$ cat config.mk
export PLATFORM = sky130hd
export DESIGN_NAME = lbl_min_check_node
export DESIGN_NICKNAME = d
export VERILOG_FILES = /design/src/rtl/lmcn_pkg.sv /design/src/rtl/lmcn_min_pair.sv /design/src/rtl/lmcn_sign_parity.sv /design/src/rtl/lmcn_edge_out.sv /design/src/rtl/lbl_min_check_node.sv
export SDC_FILE = /design/constraint.sdc
export NUM_CORES = 1
export LEC_CHECK = 0
export ABC_AREA = 1
export ABC_CLOCK_PERIOD_IN_PS = 5000
export BUFFER_PORTS_ARGS = -buffer_cell sky130_fd_sc_hd__buf_4
export CORE_ASPECT_RATIO = 1.2
export CORE_MARGIN = 2
export CORE_UTILIZATION = 45
export DETAILED_ROUTE_END_ITERATION = 8
export HOLD_SLACK_MARGIN = 0.1
export PLACE_DENSITY = 0.69
export SLEW_MARGIN = 20
export SYNTH_ARGS = -nofsm -noshare
export SYNTH_HDL_FRONTEND = slang
export SYNTH_SLANG_ARGS = --single-unit
$ cat constraint.sdc
create_clock -name clk -period 5 [get_ports clk]
set_input_delay 1 -clock clk [delete_from_list [all_inputs] [get_ports clk]]
set_output_delay 1 -clock clk [all_outputs]
set_load 0.02 [all_outputs]
$ cat src/rtl/lmcn_pkg.sv
package lmcn_pkg;
  // Width needed to index n items (at least one bit).
  function automatic int idx_width(input int n);
    int w;
    w = 1;
    while ((1 << w) < n) w++;
    return w;
  endfunction

  localparam int DEF_DEGREE = 6;
  localparam int DEF_LABEL_W = 3;
endpackage

$ cat src/rtl/lmcn_min_pair.sv
// Finds the smallest magnitude, the edge that holds it and the runner-up.
module lmcn_min_pair #(
  parameter int DC = 6,
  parameter int MW = 2,
  parameter int IW = 3
) (
  input  logic [DC*MW-1:0] mags,
  output logic [MW-1:0]    min_lo,
  output logic [MW-1:0]    min_hi,
  output logic [IW-1:0]    min_idx
);
  always_comb begin
    logic [MW-1:0] m;
    min_lo  = '1;
    min_hi  = '1;
    min_idx = '0;
    for (int i = 0; i < DC; i++) begin
      m = mags[i*MW +: MW];
      if (m < min_lo) begin
        min_hi  = min_lo;
        min_lo  = m;
        min_idx = IW'(i);
      end else if (m < min_hi) begin
        min_hi = m;
      end
    end
  end

  // R3 ordering between the two reported magnitudes, and the index must point at the smallest
  always_comb begin
    a_r3_min_order: assert (min_lo <= min_hi);
    a_r3_idx_holds_min: assert (mags[min_idx*MW +: MW] == min_lo);
  end
endmodule

$ cat src/rtl/lmcn_sign_parity.sv
// XOR of all edge sign bits.
module lmcn_sign_parity #(
  parameter int DC = 6
) (
  input  logic [DC-1:0] signs,
  output logic          parity
);
  assign parity = ^signs;
endmodule

$ cat src/rtl/lmcn_edge_out.sv
// Forms the extrinsic label of one edge from the shared search results.
module lmcn_edge_out #(
  parameter int EDGE = 0,
  parameter int MW = 2,
  parameter int IW = 3
) (
  input  logic [MW-1:0] min_lo,
  input  logic [MW-1:0] min_hi,
  input  logic [IW-1:0] min_idx,
  input  logic          parity,
  input  logic          own_sign,
  output logic [MW:0]   lbl
);
  logic [MW-1:0] mag;
  logic          sgn;

  assign mag = (min_idx == IW'(EDGE)) ? min_hi : min_lo;
  assign sgn = (mag == '0) ? 1'b0 : (parity ^ own_sign);
  assign lbl = {sgn, mag};

  // R5 a zero magnitude never leaves with the sign set
  always_comb begin
    a_r5_no_neg_zero: assert (!(lbl[MW-1:0] == '0 && lbl[MW]));
  end
endmodule

$ cat src/rtl/lbl_min_check_node.sv
module lbl_min_check_node
  import lmcn_pkg::*;
#(
  parameter int DC = DEF_DEGREE,
  parameter int Q  = DEF_LABEL_W
) (
  input  logic          clk,
  input  logic          rst,
  input  logic [DC*Q-1:0] v2c_lbl,
  output logic [DC*Q-1:0] c2v_lbl
);
  localparam int MW = Q - 1;
  localparam int IW = idx_width(DC);

  logic [DC*MW-1:0] in_mag;
  logic [DC-1:0]    in_sgn;
  logic [MW-1:0]    min_lo, min_hi;
  logic [IW-1:0]    min_idx;
  logic             parity;
  logic [DC*Q-1:0]  nxt_lbl;
  logic             live;

  for (genvar e = 0; e < DC; e++) begin : g_split
    assign in_mag[e*MW +: MW] = v2c_lbl[e*Q +: MW];
    assign in_sgn[e]          = v2c_lbl[e*Q + Q - 1];
  end

  lmcn_min_pair #(.DC(DC), .MW(MW), .IW(IW)) u_min (
    .mags   (in_mag),
    .min_lo (min_lo),
    .min_hi (min_hi),
    .min_idx(min_idx)
  );

  lmcn_sign_parity #(.DC(DC)) u_par (
    .signs (in_sgn),
    .parity(parity)
  );

  for (genvar e = 0; e < DC; e++) begin : g_edge
    lmcn_edge_out #(.EDGE(e), .MW(MW), .IW(IW)) u_out (
      .min_lo  (min_lo),
      .min_hi  (min_hi),
      .min_idx (min_idx),
      .parity  (parity),
      .own_sign(in_sgn[e]),
      .lbl     (nxt_lbl[e*Q +: Q])
    );
  end

  always_ff @(posedge clk) begin
    if (rst) begin
      c2v_lbl <= '0;
      live    <= 1'b0;
    end else begin
      c2v_lbl <= nxt_lbl;
      live    <= 1'b1;
    end
  end

  // R7 outputs are cleared on the edge after reset is seen
  a_r7_reset_clears: assert property (@(posedge clk) rst |=> c2v_lbl == '0);

  for (genvar j = 0; j < DC; j++) begin : g_chk
    // R4 sign of a non-zero output equals parity of the other edges' inputs one cycle earlier
    a_r4_sign_parity: assert property (@(posedge clk) disable iff (rst)
      (live && c2v_lbl[j*Q +: MW] != '0) |->
        c2v_lbl[j*Q + Q - 1] == ((^$past(in_sgn)) ^ $past(in_sgn[j])));
    for (genvar k = 0; k < DC; k++) begin : g_other
      if (k != j) begin : g_ne
        // R2 output magnitude is no larger than any other edge's input magnitude
        a_r2_mag_bound: assert property (@(posedge clk) disable iff (rst)
          live |-> c2v_lbl[j*Q +: MW] <= $past(in_mag[k*MW +: MW]));
      end
    end
  end
endmodule

==> results.json, run 1 <==
{
  "status": "finished, final reports clean",
  "seqPwrFrac_pct": 32.6,
  "num_io_pins": 38,
  "top_regs": "c2v_lbl x18",
  "ys_seq_area_share_pct": 22.86,
  "die_x_um": 58.03,
  "critPathKind": "primary input to register",
  "drc": 0,
  "syn_nets": 256,
  "antennaDiodeCount": 0,
  "gp_congestion": 0.8402,
  "cpMostUsedCell": "nand2_1",
  "first_global_vias": 1327,
  "layout_common_cells": "inv_1 (50), buf_4 (37), nand2_1 (30)",
  "n_fill_cell": 325,
  "worstSetupPathDepth": 27,
  "cap_violations": 0,
  "syn_to_final_growth_pct": 22.54,
  "ys_warn_count": 0,
  "worst-path-max-fanout": 6,
  "place_ws_ns": 0.9554,
  "sw_frac_of_total_pct": 37.10,
  "top_register": "c2v_lbl",
  "vias": 1373,
  "port_buffers": 37,
  "cts-resized-gates": 0,
  "netlist_area_um2": 1577,
  "utilization_pct": 57.87,
  "hold_viol_final": 0,
  "worst_pin_slew_ns": 0.4242,
  "p_switching_uw": 190.9,
  "via_per_inst": 4.670,
  "p_leak_uw": 0.001119,
  "cp-startpoint": "v2c_lbl[4]",
  "synth.distinct_cells": 23,
  "grt_pass1_wl_um": 5264,
  "vdd_ir_drop_max_uv": 202.2,
  "firstDrtPassIters": 4,
  "final_common_cell": "inv_1",
  "wl_per_cell_um": 9.993,
  "final_nets": 296,
  "maxSlewViolCount": 0,
  "p_total_uw": 514.5,
  "fmax_mhz": 264.1,
  "finalCritPeriodShare_pct": 75.74,
  "grt_usage_pct": 16.77,
  "setup_ws_ns": 1.213,
  "grt_overflow": 0,
  "syn_inst": 218,
  "drive_above_1_share_pct": 27.63,
  "largest_register_ffs": 18,
  "start_util_pct": 47.23,
  "drtAntennaViolNets": 0,
  "ctsLongestPathBuffers": 2,
  "cts_tree": "yes",
  "post-route-cell-area_um2": 1932,
  "core_area_um2": 3338,
  "p_comb_share_pct": 44.3,
  "setup.worst_path.start_class": "primary input",
  "hp-start": "rst",
  "cts-root-buf": "clkbuf_8",
  "cts_setup_buffers": 0,
  "dp_hpwl_um": 2570,
  "placedInstanceArea_um2": 1877,
  "arrival_ns": 3.98,
  "ys_ff_latch": 18,
  "power.internal_uw": 323.6,
  "pwr_density_cell_nw_per_um2": 266.3,
  "clkPwrFrac_pct": 23.0,
  "cts_hold_buf": 0,
  "cts.sink_count": 18,
  "first_iter_violations": 13,
  "cp-end-kind": "register",
  "worstSetupEndpoint": "c2v_lbl[11]$_SDFF_PP0_",
  "clkTransAtPathRegs_ns": 0.07,
  "slew_headroom_pct": 71.62,
  "antenna_found_initial": 0,
  "crit_family": "adder cells",
  "die-area_um2": 3995,
  "wirelength_um": 2938,
  "worst-endpoint-required_ns": 5.19,
  "setup_viol": 0,
  "cts.htree.levels": 1,
  "rsz0062_at_grt": "false",
  "row_count": 23,
  "critPathMaxStageDelay_ns": 0.27,
  "cts_inserted_buffers": 3,
  "finalCriticalPeriod_ns": 3.787,
  "syn_avg_cell_area_um2": 7.232,
  "min_path_type": "primary input to register",
  "die_h_um": 68.84,
  "critPathSlowestCell": "ha_1",
  "worst-path-buf-inv": 5,
  "setup_tns_ns": 0,
  "grt_max_degree": 12
}
worst min path at each step:
stage                                   to  slack, ns  cells past startpoint
CTS                 c2v_lbl[12]$_SDFF_PP0_       0.97                      2
finish              c2v_lbl[12]$_SDFF_PP0_       0.98                      2
floorplan           c2v_lbl[12]$_SDFF_PP0_       1.07                      1
detailed placement  c2v_lbl[12]$_SDFF_PP0_       1.25                      2
global route        c2v_lbl[12]$_SDFF_PP0_       0.99                      2
global placement    c2v_lbl[12]$_SDFF_PP0_       1.25                      2
area by class of cell:
cell class / instances / area [um2] / area share [%]
well taps: 37 / 46.29 / 2.396
multi-input cells: 146 / 997.2 / 51.62
inverters: 52 / 195.2 / 10.10
clock buffers: 4 / 55.05 / 2.850
flip-flops and latches: 18 / 360.3 / 18.65
repair buffers: 37 / 277.8 / 14.38
cells in the mapped netlist (all sizes together):
| cell | n | area [um2] |
|---|---|---|
| inv | 52 | 195.2 |
| nand2 | 50 | 302.8 |
| nand3 | 24 | 162.7 |
| dfxtp | 18 | 360.4 |
| ha | 18 | 225.2 |
| nor2 | 18 | 67.56 |
| a21oi | 11 | 58.81 |
| o21ai | 7 | 35.03 |
| xor2 | 7 | 61.31 |
| xnor2 | 4 | 35.03 |
| or2 | 3 | 18.77 |
| o2111ai | 2 | 17.52 |
| buf | 1 | 20.02 |
| clkbuf | 1 | 3.750 |
| nand4 | 1 | 6.260 |
| o22ai | 1 | 6.260 |
routing by layer:
layer / up-vias / part of all wire [%] / track usage (%)
met5: - / 0 / 0
met4: 0 / 1.9 / 5.233
met3: 5 / 2.5 / 2.239
met2: 22 / 56 / 35.23
met1: 605 / 40 / 16.69
li1: 741 / - / -
through the flow:
stage	hold WS (ns)	instances
finish	0.9765	294
global route	0.9905	294
CTS	0.9735	294
detailed placement	1.245	290
global placement	1.246	290
floorplan	1.069	218
power by group through the flow:
| stage | logic [uW] | registers (uW) | clock network (uW) |
|---|---|---|---|
| floorplan | 138 | 196 | 0 |
| global placement | 227 | 171 | 0 |
| detailed placement | 229 | 171 | 0 |
| CTS | 230 | 168 | 121 |
| global route | 259 | 169 | 126 |
| finish | 228 | 168 | 118 |
logic make-up (layout without fill, tap and decap cells):
logic type | Yosys count | after routing | share of synthesized area (%)
DFF | 18 | 18 | 22.86
xor gates and xnor gates | 11 | 11 | 6.111
and+or+nand+nor | 96 | 96 | 35.40
adders and majority gates | 18 | 18 | 14.29
AOI/OAI and AO/OA | 21 | 21 | 7.461
buffers and inverters | 54 | 93 | 13.89
(Power assumes the default switching activity.)
==> run 2, diff against run 1 <==
--- a/config.mk
+++ b/config.mk
@@ -6,7 +6,7 @@
 export NUM_CORES = 1
 export LEC_CHECK = 0
 export ABC_AREA = 1
-export ABC_CLOCK_PERIOD_IN_PS = 5000
+export ABC_CLOCK_PERIOD_IN_PS = 4000
 export BUFFER_PORTS_ARGS = -buffer_cell sky130_fd_sc_hd__buf_4
 export CORE_ASPECT_RATIO = 1.2
 export CORE_MARGIN = 2
==> constraint.sdc (replaced) <==
create_clock -name clk -period 4 [get_ports clk]
set_input_delay 0.8 -clock clk [delete_from_list [all_inputs] [get_ports clk]]
set_output_delay 0.8 -clock clk [all_outputs]
set_load 0.02 [all_outputs]
==> run 2 against run 1 <==
Compared with the run above:
- sequential cell count unchanged
- final area unchanged
- sequential power increased by 24%
- first-iteration DRC count increased by 100%
- core utilization unchanged
- critical path depth unchanged
- largest power group unchanged
==> results.json, run 2 (same netlist as run 1, synthesis figures left out) <==
{
  "status": "finished, final reports clean",
  "ctsLongestPathBuffers": 2,
  "cp-end-kind": "register",
  "critPathMaxStageDelay_ns": 0.28,
  "worst_pin_slew_ns": 0.4182,
  "gp_congestion": 0.8248,
  "core_area_um2": 3338,
  "min_path_type": "primary input to register",
  "first_iter_violations": 26,
  "clkTransAtPathRegs_ns": 0.07,
  "critPathSlowestCell": "ha_1",
  "setup_viol": 0,
  "dp_hpwl_um": 2548,
  "cts_inserted_buffers": 3,
  "antennaDiodeCount": 0,
  "vias": 1362,
  "rsz0062_at_grt": "false",
  "start_util_pct": 47.23,
  "wirelength_um": 2960,
  "setup_tns_ns": 0,
  "largest_register_ffs": 18,
  "critPathKind": "primary input to register",
  "cts.htree.levels": 1,
  "grt_overflow": 0,
  "cts-root-buf": "clkbuf_8",
  "port_buffers": 37,
  "drc": 0,
  "die-area_um2": 3995,
  "drtAntennaViolNets": 0,
  "setup.worst_path.start_class": "primary input",
  "cts_setup_buffers": 0,
  "p_leak_uw": 0.001119,
  "hold_viol_final": 0,
  "placedInstanceArea_um2": 1877,
  "die_x_um": 58.03,
  "slew_headroom_pct": 72.02,
  "cts-resized-gates": 0,
  "cts.sink_count": 18,
  "cts_hold_buf": 0,
  "pwr_density_cell_nw_per_um2": 334.2,
  "worst-path-max-fanout": 6,
  "num_io_pins": 38,
  "top_regs": "c2v_lbl x18",
  "finalCritPeriodShare_pct": 89.58,
  "grt_max_degree": 12,
  "grt_pass1_wl_um": 5119,
  "layout_common_cells": "inv_1 (50), buf_4 (37), nand2_1 (30)",
  "worst-endpoint-required_ns": 4.19,
  "die_h_um": 68.84,
  "worst-path-buf-inv": 5,
  "vdd_ir_drop_max_uv": 250.3,
  "grt_usage_pct": 16.52,
  "first_global_vias": 1299,
  "syn_to_final_growth_pct": 22.54,
  "cts_tree": "yes",
  "fmax_mhz": 279.1,
  "final_nets": 296,
  "via_per_inst": 4.633,
  "firstDrtPassIters": 4,
  "post-route-cell-area_um2": 1932,
  "antenna_found_initial": 0,
  "finalCriticalPeriod_ns": 3.583,
  "maxSlewViolCount": 0,
  "arrival_ns": 3.77,
  "drive_above_1_share_pct": 27.63,
  "row_count": 23,
  "final_common_cell": "inv_1",
  "top_register": "c2v_lbl",
  "cpMostUsedCell": "nand2_1",
  "wl_per_cell_um": 10.07,
  "cap_violations": 0,
  "crit_family": "simple AND/OR/NAND/NOR gates"
}
-- run 2: area by class of cell --
cell class	count	area, um2
Clock buffer	4	55.05
Tap cell	37	46.29
Inverter	52	195.2
Timing Repair Buffer	37	277.8
Sequential cell	18	360.3
Fill cell	331	1406
Multi-Input combinational cell	146	997.2
-- run 2: path summary, 6_finish.rpt --
check,startpoint,endpoint,slack (ns),cells after the start
setup / recovery,v2c_lbl[4],c2v_lbl[11]$_SDFF_PP0_,0.42,27
hold / removal,rst,c2v_lbl[12]$_SDFF_PP0_,0.78,2
-- run 2: power by group --
| part | total, uW | switching, uW | internal, uW |
|---|---|---|---|
| registers | 209 | 5.81 | 204 |
| logic | 285 | 172 | 113 |
| clock network | 151 | 63.5 | 87.6 |
-- run 2: routing by layer --
metal / share of wire, % / up-vias / track usage (%) / wire length, um
li1: - / 739 / - / -
met4: 0.91 / 0 / 6.395 / 27
met2: 54 / 31 / 33.52 / 1594
met5: 0 / - / 0 / 0
met3: 3.4 / 3 / 2.612 / 101
met1: 42 / 589 / 16.65 / 1236
-- run 2: metrics by stage --
step	std cells	hold WS, ns	power [uW]	setup slack, ns	utilization [%]
after detailed placement	290	1.041	500.2	0.1468	56.22
after floorplan	218	0.8685	418.3	0.5149	-
after global routing	294	0.7872	692.9	0.04352	57.87
after global placement	290	1.045	498.1	0.2537	56.22
after CTS	294	0.7675	649.8	0.3944	57.87
final	294	0.7754	645.5	0.4168	57.87
==> run 3, diff against run 2 <==
--- a/config.mk
+++ b/config.mk
@@ -13,7 +13,7 @@
 export CORE_UTILIZATION = 45
 export DETAILED_ROUTE_END_ITERATION = 8
 export HOLD_SLACK_MARGIN = 0.1
-export PLACE_DENSITY = 0.69
+export PLACE_DENSITY = 0.72
 export SLEW_MARGIN = 20
 export SYNTH_ARGS = -nofsm -noshare
 export SYNTH_HDL_FRONTEND = slang
==> run 3 against run 2 <==
Compared with the run above:
- sequential power about the same
- clock-buffer cell count unchanged
- fmax increased by 2.3%
- via count is 0.29% higher
==> results.json, run 3 (same netlist as run 1, synthesis figures left out) <==
{
  "fmax_mhz": 285.6,
  "start_util_pct": 47.23,
  "ctsLongestPathBuffers": 2,
  "cap_violations": 0,
  "p_comb_share_pct": 44.0,
  "pwr_density_cell_nw_per_um2": 332.7,
  "cp-end-kind": "register",
  "firstDrtPassIters": 4,
  "cts-root-buf": "clkbuf_8",
  "critPathSlowestCell": "ha_1",
  "antennaDiodeCount": 0,
  "power.internal_uw": 404.8,
  "status": "finished, final reports clean",
  "final_nets": 296,
  "finalCritPeriodShare_pct": 87.54,
  "worst-path-buf-inv": 6,
  "rsz0062_at_grt": "false",
  "dp_hpwl_um": 2536,
  "vias": 1366,
  "antenna_found_initial": 0,
  "cts_setup_buffers": 0,
  "cts.htree.levels": 1,
  "syn_to_final_growth_pct": 22.54,
  "min_path_type": "primary input to register",
  "worst-path-max-fanout": 7,
  "grt_usage_pct": 16.23,
  "worst_pin_slew_ns": 0.4715,
  "hp-start": "rst",
  "largest_register_ffs": 18,
  "gp_congestion": 0.8248,
  "top_register": "c2v_lbl",
  "grt_pass1_wl_um": 5016,
  "vdd_ir_drop_max_uv": 295.4,
  "hold_depth": 2,
  "setup_tns_ns": 0,
  "wl_per_cell_um": 9.884,
  "core_area_um2": 3338,
  "cts_hold_buf": 0,
  "via_per_inst": 4.646,
  "first_global_vias": 1260,
  "crit_family": "simple AND/OR/NAND/NOR gates",
  "port_buffers": 37,
  "layout_common_cells": "inv_1 (50), buf_4 (37), nand2_1 (30)",
  "top_regs": "c2v_lbl x18",
  "seqPwrFrac_pct": 32.7,
  "drive_above_1_share_pct": 27.63,
  "first_iter_violations": 22,
  "maxSlewViolCount": 0,
  "cts_inserted_buffers": 3,
  "setup.worst_path.start_class": "primary input",
  "die-area_um2": 3995,
  "drtAntennaViolNets": 0,
  "critPathMaxStageDelay_ns": 0.28,
  "die_h_um": 68.84,
  "p_switching_uw": 238.0,
  "num_io_pins": 38,
  "hold_viol_final": 0,
  "dpl.cell_count": 290,
  "row_count": 23,
  "arrival_ns": 3.69,
  "worst-endpoint-required_ns": 4.19,
  "die_x_um": 58.03,
  "sw_frac_of_total_pct": 37.02,
  "whs_endpoint": "c2v_lbl[12]$_SDFF_PP0_",
  "utilization_pct": 57.87,
  "critPathKind": "primary input to register",
  "setup_viol": 0,
  "wirelength_um": 2906,
  "p_leak_uw": 0.001119,
  "clkTransAtPathRegs_ns": 0.07,
  "cts_tree": "yes",
  "slew_headroom_pct": 68.46,
  "finalCriticalPeriod_ns": 3.502,
  "final_common_cell": "inv_1",
  "stdcell_count": 294,
  "clkPwrFrac_pct": 23.3,
  "cts.sink_count": 18,
  "grt_max_degree": 12,
  "grt_overflow": 0,
  "drc": 0
}
[run 3: how the worst max path moves through the flow]
stage | cells after the start | slack (ns) | endpoint | startpoint
after CTS | 27 | 0.39 | c2v_lbl[11]$_SDFF_PP0_ | v2c_lbl[4]
after global routing | 28 | 0.02 | c2v_lbl[2]$_SDFF_PP0_ | v2c_lbl[4]
final | 28 | 0.50 | c2v_lbl[2]$_SDFF_PP0_ | v2c_lbl[4]
after floorplan | 27 | 0.51 | c2v_lbl[2]$_SDFF_PP0_ | v2c_lbl[1]
after detailed placement | 27 | 0.14 | c2v_lbl[11]$_SDFF_PP0_ | v2c_lbl[4]
after global placement | 27 | 0.26 | c2v_lbl[2]$_SDFF_PP0_ | v2c_lbl[4]
[run 3: per-stage QoR]
step                area (um2)  worst slack, ns  power (uW)  hold WS, ns
CTS                       1932           0.3938       648.9       0.7661
detailed placement        1877           0.1411       498.9        1.041
finish                    1932           0.4983       642.8       0.7687
floorplan                 1577           0.5149       418.3       0.8685
global placement          1877           0.2564       497.0        1.044
global route              1932          0.02265       688.3       0.7824
[run 3: repair_timing]
item	4_1_cts	5_1_grt
endpoints found under the hold margin	0	0
resized for setup	0	3
setup endpoints to repair	0	1
[run 3: area by class of cell]
type	instances	area (um2)
Fill cell	314	1406
Multi-Input combinational cell	146	997.2
Sequential cell	18	360.3
Timing Repair Buffer	37	277.8
Inverter	52	195.2
Clock buffer	4	55.05
Tap cell	37	46.29
[run 3: power by group through the flow]
stage / Combinational [uW] / Clock [uW] / Sequential (uW)
2_1_floorplan: 173 / 0 / 246
3_3_place_gp: 283 / 0 / 214
3_5_place_dp: 284 / 0 / 214
4_1_cts: 285 / 153 / 210
5_1_grt: 319 / 157 / 212
6_report: 283 / 150 / 210
[run 3: metal layers]
layer | global-route usage, % | wire (um) | vias up
met3 | 2.425 | 113 | 5
met4 | 6.977 | 61 | 0
met2 | 32.53 | 1569 | 24
li1 | - | - | 742
met1 | 16.52 | 1162 | 595
met5 | 0 | 0 | -
